--- config.mk ---
export PLATFORM = sky130hd
export DESIGN_NAME = ecc_fault_log
export DESIGN_NICKNAME = d
export VERILOG_FILES = /design/src/rtl/ecc_fault_pkg.sv /design/src/rtl/ecc_fault_ctrl.sv /design/src/rtl/ecc_fault_capture.sv /design/src/rtl/ecc_fault_rdmux.sv /design/src/rtl/ecc_fault_log.sv
export SDC_FILE = /design/constraint.sdc
export NUM_CORES = 1
export LEC_CHECK = 0
export BUFFER_PORTS_ARGS = -buffer_cell sky130_fd_sc_hd__buf_4
export CAP_MARGIN = 20
export CORE_ASPECT_RATIO = 0.7
export CORE_MARGIN = 10
export CORE_UTILIZATION = 47
export CTS_CLUSTER_DIAMETER = 100
export CTS_CLUSTER_SIZE = 30
export DETAILED_ROUTE_END_ITERATION = 8
export GPL_TIMING_DRIVEN = 0
export HOLD_SLACK_MARGIN = 0.12
export PLACE_DENSITY = 0.79
export SETUP_SLACK_MARGIN = 0.4
export SLEW_MARGIN = 20
export SYNTH_ARGS = -nofsm -noshare
export SYNTH_HDL_FRONTEND = slang
export SYNTH_HIERARCHICAL = 1
export SYNTH_SLANG_ARGS = --single-unit
--- constraint.sdc ---
create_clock -name clk -period 3.44 [get_ports clk]
set_input_delay 0.516 -clock clk [delete_from_list [all_inputs] [get_ports clk]]
set_output_delay 0.516 -clock clk [all_outputs]
set_load 0.01 [all_outputs]
--- src/rtl/ecc_fault_pkg.sv ---
package ecc_fault_pkg;
  localparam int OFF_W = 8;
  localparam int NFLG  = 2;
  // flag / enable bit positions
  localparam int FLG_CORR  = 0;
  localparam int FLG_FATAL = 1;

  localparam logic [OFF_W-1:0] OFF_CFG  = 8'h43;
  localparam logic [OFF_W-1:0] OFF_STAT = 8'h47;
  localparam logic [OFF_W-1:0] OFF_ADDR = 8'h50;
  localparam logic [OFF_W-1:0] OFF_MSTR = 8'h56;
  localparam logic [OFF_W-1:0] OFF_ATTR = 8'h57;
  localparam logic [OFF_W-1:0] OFF_DATA = 8'h5C;

  typedef enum logic [2:0] {
    SEL_NONE, SEL_CFG, SEL_STAT, SEL_ADDR, SEL_MSTR, SEL_ATTR, SEL_DATA
  } rsel_e;

  function automatic rsel_e decode_off(input logic [OFF_W-1:0] off);
    case (off)
      OFF_CFG:  return SEL_CFG;
      OFF_STAT: return SEL_STAT;
      OFF_ADDR: return SEL_ADDR;
      OFF_MSTR: return SEL_MSTR;
      OFF_ATTR: return SEL_ATTR;
      OFF_DATA: return SEL_DATA;
      default:  return SEL_NONE;
    endcase
  endfunction
endpackage

--- src/rtl/ecc_fault_ctrl.sv ---
module ecc_fault_ctrl
  import ecc_fault_pkg::*;
#(
  parameter int N = NFLG
) (
  input  logic         clk,
  input  logic         rst,
  input  logic         cfg_we,
  input  logic         stat_we,
  input  logic [N-1:0] wbits,
  input  logic [N-1:0] evt,
  output logic [N-1:0] cfg_q,
  output logic [N-1:0] stat_q,
  output logic         cap_en
);
  logic [N-1:0] hit;

  assign hit    = evt & cfg_q;
  assign cap_en = |hit;

  always_ff @(posedge clk) begin
    if (rst)         cfg_q <= '0;
    else if (cfg_we) cfg_q <= wbits;
  end

  for (genvar i = 0; i < N; i++) begin : g_flag
    always_ff @(posedge clk) begin
      if (rst)                      stat_q[i] <= 1'b0;
      else if (hit[i])              stat_q[i] <= 1'b1;   // event beats clear
      else if (stat_we && wbits[i]) stat_q[i] <= 1'b0;
    end
  end
endmodule

--- src/rtl/ecc_fault_capture.sv ---
module ecc_fault_capture #(
  parameter int AW = 32,
  parameter int MW = 4,
  parameter int TW = 8,
  parameter int DW = 32
) (
  input  logic          clk,
  input  logic          cap_en,
  input  logic [AW-1:0] in_addr,
  input  logic [MW-1:0] in_master,
  input  logic [TW-1:0] in_attr,
  input  logic [DW-1:0] in_data,
  output logic [AW-1:0] cap_addr,
  output logic [MW-1:0] cap_master,
  output logic [TW-1:0] cap_attr,
  output logic [DW-1:0] cap_data
);
  // No reset: contents are undefined until the first enabled event.
  always_ff @(posedge clk) begin
    if (cap_en) begin
      cap_addr   <= in_addr;
      cap_master <= in_master;
      cap_attr   <= in_attr;
      cap_data   <= in_data;
    end
  end
endmodule

--- src/rtl/ecc_fault_rdmux.sv ---
module ecc_fault_rdmux
  import ecc_fault_pkg::*;
#(
  parameter int RW = 32,
  parameter int AW = 32,
  parameter int MW = 4,
  parameter int TW = 8,
  parameter int DW = 32
) (
  input  logic             clk,
  input  logic             rst,
  input  logic [OFF_W-1:0] rd_addr,
  input  logic [NFLG-1:0]  cfg_q,
  input  logic [NFLG-1:0]  stat_q,
  input  logic [AW-1:0]    cap_addr,
  input  logic [MW-1:0]    cap_master,
  input  logic [TW-1:0]    cap_attr,
  input  logic [DW-1:0]    cap_data,
  output logic [RW-1:0]    rd_data
);
  logic [RW-1:0] nxt;

  always_comb begin
    nxt = '0;
    case (decode_off(rd_addr))
      SEL_CFG:  nxt[NFLG-1:0] = cfg_q;
      SEL_STAT: nxt[NFLG-1:0] = stat_q;
      SEL_ADDR: nxt[AW-1:0]   = cap_addr;
      SEL_MSTR: nxt[MW-1:0]   = cap_master;
      SEL_ATTR: nxt[TW-1:0]   = cap_attr;
      SEL_DATA: nxt[DW-1:0]   = cap_data;
      default:  nxt = '0;
    endcase
  end

  always_ff @(posedge clk) begin
    if (rst) rd_data <= '0;
    else     rd_data <= nxt;
  end
endmodule

--- src/rtl/ecc_fault_log.sv ---
module ecc_fault_log
  import ecc_fault_pkg::*;
#(
  parameter int RW = 32,
  parameter int AW = 32,
  parameter int MW = 4,
  parameter int TW = 8,
  parameter int DW = 32
) (
  input  logic             clk,
  input  logic             rst,
  input  logic             evt_corr,
  input  logic             evt_fatal,
  input  logic [AW-1:0]    evt_addr,
  input  logic [MW-1:0]    evt_master,
  input  logic [TW-1:0]    evt_attr,
  input  logic [DW-1:0]    evt_data,
  input  logic             wr_en,
  input  logic [OFF_W-1:0] wr_addr,
  input  logic [RW-1:0]    wr_data,
  input  logic [OFF_W-1:0] rd_addr,
  output logic [RW-1:0]    rd_data
);
  logic [NFLG-1:0] evt_vec, cfg_q, stat_q;
  logic            cap_en, cfg_we, stat_we;
  logic [AW-1:0]   cap_addr;
  logic [MW-1:0]   cap_master;
  logic [TW-1:0]   cap_attr;
  logic [DW-1:0]   cap_data;

  assign evt_vec[FLG_CORR]  = evt_corr;
  assign evt_vec[FLG_FATAL] = evt_fatal;
  assign cfg_we  = wr_en && (decode_off(wr_addr) == SEL_CFG);
  assign stat_we = wr_en && (decode_off(wr_addr) == SEL_STAT);

  ecc_fault_ctrl #(.N(NFLG)) u_ctrl (
    .clk(clk), .rst(rst), .cfg_we(cfg_we), .stat_we(stat_we),
    .wbits(wr_data[NFLG-1:0]), .evt(evt_vec),
    .cfg_q(cfg_q), .stat_q(stat_q), .cap_en(cap_en)
  );

  ecc_fault_capture #(.AW(AW), .MW(MW), .TW(TW), .DW(DW)) u_cap (
    .clk(clk), .cap_en(cap_en),
    .in_addr(evt_addr), .in_master(evt_master), .in_attr(evt_attr), .in_data(evt_data),
    .cap_addr(cap_addr), .cap_master(cap_master), .cap_attr(cap_attr), .cap_data(cap_data)
  );

  ecc_fault_rdmux #(.RW(RW), .AW(AW), .MW(MW), .TW(TW), .DW(DW)) u_rd (
    .clk(clk), .rst(rst), .rd_addr(rd_addr),
    .cfg_q(cfg_q), .stat_q(stat_q),
    .cap_addr(cap_addr), .cap_master(cap_master), .cap_attr(cap_attr), .cap_data(cap_data),
    .rd_data(rd_data)
  );
endmodule

; ---- After elaboration in Yosys (flattened, before gate mapping)
; Index checks and enable logic that the tools add are counted.
[totals]
reg_bits = 112
wordCells = 46
output_inout_bits = 32
inputBits = 129
[op_classes]
bitwise_logic = 1
n_reduce_logical = 7
eq_ne = 20
n_mux = 10
[ops]
columns = cell, count
row1 = 8-bit by 7-bit == test with 1-bit output (second input constant), 12
row2 = 24-bit one-hot mux with 2 select lines, 1
row3 = 3-bit one-hot mux with 6 select lines, 2
row4 = 2-bit one-hot mux with 6 select lines, 1
row5 = 4-bit one-hot mux with 3 select lines, 1
row6 = 3-bit by 2-bit == test with 1-bit output (second input constant), 3
row7 = 3-bit == test (second input constant), 3
row8 = 2-bit one-hot mux with 4 select lines, 1
row9 = 3-bit by 1-bit == test with 1-bit output (second input constant), 2
row10 = 1-bit logical AND, 4
row11 = 1-bit two-way mux, 4
row12 = 2-bit nonzero test, 2
row13 = 2-bit bitwise AND, 1
row14 = 2-bit OR reduction, 1

; ---- Longest topological paths before layout
[logic_depth]
ltp_word = 7
depth_mapped = 7
depth_no_buf = 4

; ---- Cells and area by module
; The synthesis kept the hierarchy.
[by_module_without_submodules]
columns = module, seq_area_each_um2, n_inst, cells_per_inst, area_per_inst_um2
row1 = ecc_fault_capture, 2282.2, 1, 76, 2282.2
row2 = ecc_fault_rdmux, 640.6, 1, 154, 1375.1
row3 = ecc_fault_ctrl, 80.1, 1, 15, 148.9
row4 = ecc_fault_log, 0.0, 1, 6, 38.8

; ---- Worst setup path after synthesis
; Ideal clock, no wire load.
[synth_timing]
path_type = input port to flip-flop
start = input port evt_fatal
end = register u_cap.cap_addr[0] (enable)
t_required_ns = 3.003
stages = 2
setup_ns = 0.437
setup_slack_ns = 0.790
arrival_time_ns = 2.213
n_path_buf = 0
path_cell_list = nand2_1 -> nand2_1
[synth_via]
elab_chain_len = 2
[synth_lines]
columns = element, line_no
row1 = "start, declared", ecc_fault_log.sv:13  ; input logic evt_fatal,
row2 = 2-bit bitwise AND, ecc_fault_ctrl.sv:18  ; assign hit = evt & cfg_q;
row3 = 2-bit OR reduction, ecc_fault_ctrl.sv:19  ; assign cap_en = |hit;
row4 = via cap_en, ecc_fault_log.sv:25  ; logic cap_en, cfg_we, stat_we;
row5 = "end signal, assigned", ecc_fault_capture.sv:21  ; cap_addr <= in_addr;
row6 = "end, declared", ecc_fault_capture.sv:13  ; output logic [AW-1:0] cap_addr,
; The timed path passes the listed nets, and every way through them passes these cells.
; A chain may end at the register's enable or synchronous reset.

; ---- Worst setup path in the final report
[layout_timing]
start = input port rd_addr[1]
end = register u_rd.rd_data[24]
[layout_via]
elab_chain_len = 4
word_cells_on_any_way = 10
classes_between = eq/ne: 8 / mux: 2
[layout_lines]
columns = element, line_no
row1 = "start, declared", ecc_fault_log.sv:21  ; input logic [OFF_W-1:0] rd_addr,
row2 = 8-bit by 7-bit == test with 1-bit output, ecc_fault_pkg.sv:20  ; case (off)
row3 = 3-bit one-hot mux with 6 select lines (*), ecc_fault_pkg.sv:20
row4 = 3-bit == test or 3-bit by 2-bit == test with 1-bit output (tied branches), ecc_fault_rdmux.sv:25  ; case (decode_off(rd_addr))
row5 = 24-bit one-hot mux with 2 select lines (*), ecc_fault_rdmux.sv:25
row6 = "end signal, assigned", ecc_fault_rdmux.sv:38  ; else rd_data <= nxt;
row7 = "end, declared", ecc_fault_rdmux.sv:19  ; output logic [RW-1:0] rd_data
; Every way passes the cells marked *; elsewhere a longest branch is shown, timed or not.

==> summary.txt <==
===========================================================================================
Wire length after detailed routing                                                  9130 µm
Post-route core utilization                                                           0.665
Area of the placeable core                                                         7910 µm²
H-tree depth                                                                              3
Smallest hold slack                                                                0.338 ns
Layout cell share with drive strength beyond 1                                        0.390
Count of clock tree sinks                                                               112
Max Fanout on Critical Path                                                              10
Overall routing resource usage                                                        0.153
Cell types with the largest area share after synthesis                         sky130_fd_sc_hd__edfxtp_1, sky130_fd_sc_hd__dfxtp_1, sky130_fd_sc_hd__a22oi_1
Worst Slack Setup Final                                                             1.58 ns
Internal Pwr Total                                                                  2030 µW
Most common cell type on the critical path                                     sky130_fd_sc_hd__buf_4
Final GP Congestion                                                                   0.840
Result of the run                                                                 completed
Final slew viol count                                                                     0
DR WL met3                                                                          1080 µm
Time the final worst path needs with I/O delays and setup                           1.86 ns
Number of design-rule violations left by the first detailed-router iteration            141
Via count of the first global-routing pass                                            2,707
IR Drop Worst-Case VDD                                                               527 µV
Tcrit/Tclk final                                                                      0.539
Routed wire length per instance                                                     18.3 µm
Detailed-route via count                                                              2,528
Worst-path cell chain                                                          buf_4 > clkbuf_1 > nor3b_1 > and3_1 > buf_4 > buf_6 > a22oi_1 > nor2_1
Startpoint kind of the worst setup timing path                                    input pin
Net count reported at finish                                                            521
Dominant combinational cell family by area after synthesis                     simple AND/OR/NAND/NOR gates
Number of buffers created by CTS                                                          9
Endpoint type of the worst setup path                                             flip-flop
Distinct cells, synth                                                                    38
Worst slew margin                                                                     0.614
Clock Skews                                                                      0.00651 ns
Max Freq                                                                            539 MHz
Max Used Layer                                                                         met4
Initial Utilization                                                                   0.486
Simple-gate portion of the synthesized area                                          0.0950
Synth Flop Type                                                                sky130_fd_sc_hd__edfxtp_1
Final Hold Vio Count                                                                      0
Library cell with the largest summed area after synthesis                      sky130_fd_sc_hd__edfxtp_1
Via density                                                                            5.08
Buffers from clock root to sink, at most                                                  2
Die Area                                                                         12,300 µm²
Number of placement rows                                                                 27
Post-synthesis sequential area ratio                                                  0.781
Worst min path class                                                                 in2reg
Setup TNS after final layout                                                           0 ns
Post-synth EDFFs                                                                         76
Kind of cell adding the most delay to the critical path                        simple AND/OR/NAND/NOR gates
Cells resized by post-CTS repair                                                          0
Cell Area, Placed                                                                  4970 µm²
Max Cap Viol                                                                              0
Async set-reset flop share out of synthesis                                               0
Reg power frac                                                                        0.561
Count of buffers added by post-CTS timing repair for setup                                0
Initial antenna violation count                                                           0
Buffers and inverters on the worst path                                                   4
Post-synthesis xor/xnor area fraction                                               0.00228
Post-CTS Hold Fix Bufs                                                                    0
Die span in x                                                                        128 µm
Post-route antenna net violation count                                                    0
Actual transition at the worst max-transition pin                                  0.571 ns
Switching share of total power                                                        0.207
Combinational fraction of design power                                                0.048
Type of the worst setup path                                                         in2reg
Synth top area share                                                                  0.594
Synthesized instance count                                                              251
Setup slack after placement                                                         1.27 ns
Overflow left after global routing                                                        0
Top-level I/O count                                                                     161
Average footprint of a synthesized cell                                            15.3 µm²
Die extent in y                                                                     95.7 µm
Share of synthesized area spent on multiplexers                                      0.0104
Total net switching power                                                            529 µW
Total nets after synthesis                                                              380
Yosys warns                                                                               6
Clock latency on the worst-skew pair                                                0.35 ns
Clock slew at reported path FFs                                                     0.07 ns
CTS tree                                                                              built
Critical path data arrival time                                                     2.13 ns
Largest net degree at the start of global routing                                        45
Count of filler cells inserted in the layout                                            586
Data required time at the worst endpoint                                            3.72 ns
Layout area overhead                                                                  36.7%
Final cell area excluding filler cells                                             5260 µm²
Detailed-placement wirelength estimate                                              6770 µm
Buffer cell driving the clock tree root                                        sky130_fd_sc_hd__clkbuf_16
Antenna cells                                                                             0
Pwr dens                                                                         487 nW/µm²
Global-route wire length before repair                                            14,200 µm
Register bit total from synthesis                                                       112
Detailed-routed wire length on met2                                                 4130 µm
Leak Pwr                                                                         0.00201 µW
Clock network fraction of total power                                                 0.391
First-pass iteration count of the detailed router                                         4
Total setup violations reported at the end of the flow                                    0
Post-synthesis instance area                                                       3840 µm²
Largest stage delay on the critical path                                            0.54 ns
Metal1 wirelength                                                                   3810 µm
Input/output buffers                                                                    129
Adder and majority cell fraction of the synthesized area                                  0
Setup repair after global routing missed its margin                                      no
Fraction of the mapped netlist area in compound gates                                0.0892
Highest-delay cell along the critical path                                     sky130_fd_sc_hd__nor3b_1
DRC violation count after routing                                                         0
===========================================================================================
-- layer usage --
layer | vias up | GRT usage
met3 | 8 | 0.0909
met2 | 114 | 0.228
met1 | 1177 | 0.179
met5 | - | 0
li1 | 1229 | -
met4 | 0 | 0.0570
-- cell usage in the layout (no fill, tap or decap), drive strengths merged, types with 2 or more instances in the layout --
master  count
nand3b      2
mux2i       4
and2        2
inv         5
a21oi       8
a22oi      30
buf       138
a22o        2
or4         2
nand2      12
and3        3
clkbuf     15
nor2       32
o21ai       5
nand3       4
dfxtp      36
nand4b      2
nor4        2
edfxtp     76
a21bo       2
-- metrics by stage --
stage,cells,power (µW)
4_1_cts,498,2590
6_report,498,2560
3_3_place_gp,481,1580
5_1_grt,498,2660
2_1_floorplan,251,1490
3_5_place_dp,482,1590
-- final cells by class --
type	count	area (µm²)	share of cell area
clock buffers	10	229	0.0436
clock inverters	6	58.8	0.0112
well taps	101	126	0.0240
flip-flops and latches	112	3000	0.571
repair buffers	130	988	0.188
multi-input cells	126	764	0.145
plain buffers	13	85.1	0.0162
-- final timing paths --
check / endpoint / depth (start not counted) / startpoint / slack [ns]
max: u_rd/rd_data[24] / 8 / rd_addr[1] / 1.58
min: u_cap/cap_addr[18] / 1 / evt_addr[18] / 0.34
max reg2reg: u_cap/cap_addr[20] / 3 / u_ctrl/cfg_q[0] / 1.92
min reg2reg: u_rd/rd_data[17] / 2 / u_cap/cap_data[17] / 0.49
-- worst reg2reg max path: stages, from the launching register on --
cell	delay (ns)
sky130_fd_sc_hd__dfxtp_1	0.37
sky130_fd_sc_hd__nand2_1	0.13
sky130_fd_sc_hd__nand2_4	0.38
sky130_fd_sc_hd__buf_12	0.30
-- cells in the mapped netlist (2+ instances only) --
master / instances
sky130_fd_sc_hd__nand3_1: 4
sky130_fd_sc_hd__buf_2: 2
sky130_fd_sc_hd__a22oi_1: 30
sky130_fd_sc_hd__nand3b_1: 2
sky130_fd_sc_hd__dfxtp_1: 36
sky130_fd_sc_hd__nor4_1: 2
sky130_fd_sc_hd__nand4b_1: 2
sky130_fd_sc_hd__o21ai_0: 5
sky130_fd_sc_hd__nand2_1: 12
sky130_fd_sc_hd__clkbuf_1: 5
sky130_fd_sc_hd__and3_1: 3
sky130_fd_sc_hd__edfxtp_1: 76
sky130_fd_sc_hd__or4_1: 2
sky130_fd_sc_hd__nor2_1: 31
sky130_fd_sc_hd__a22o_1: 2
sky130_fd_sc_hd__a21bo_1: 2
sky130_fd_sc_hd__buf_6: 4
sky130_fd_sc_hd__mux2i_1: 4
sky130_fd_sc_hd__a21oi_1: 8
-- logic make-up after synthesis --
| kind of cell | count (synthesis) |
|---|---|
| DFF | 112 |
| and+or+nand+nor | 72 |
| AOI/OAI and AO/OA | 49 |
| buffers and inverters | 13 |
| muxes | 4 |
| xor gates and xnor gates | 1 |
-- power groups by stage --
| stage | sequential, µW | clock, µW | combinational, µW |
|---|---|---|---|
| 2_1_floorplan | 1470 | 0 | 24.2 |
| 3_3_place_gp | 1470 | 0 | 119 |
| 5_1_grt | 1430 | 1090 | 134 |
| 4_1_cts | 1430 | 1030 | 123 |
| 6_report | 1440 | 999 | 123 |
| 3_5_place_dp | 1470 | 0 | 122 |
-- sequential cells by signal, indices dropped and copies added, names as in the netlist --
register          cells
u_cap/cap_addr       32
u_cap/cap_data       32
u_rd/rd_data         32
u_cap/cap_attr        8
u_cap/cap_master      4
u_ctrl/cfg_q          2
u_ctrl/stat_q         2
Power figures use the tool's default switching activity.
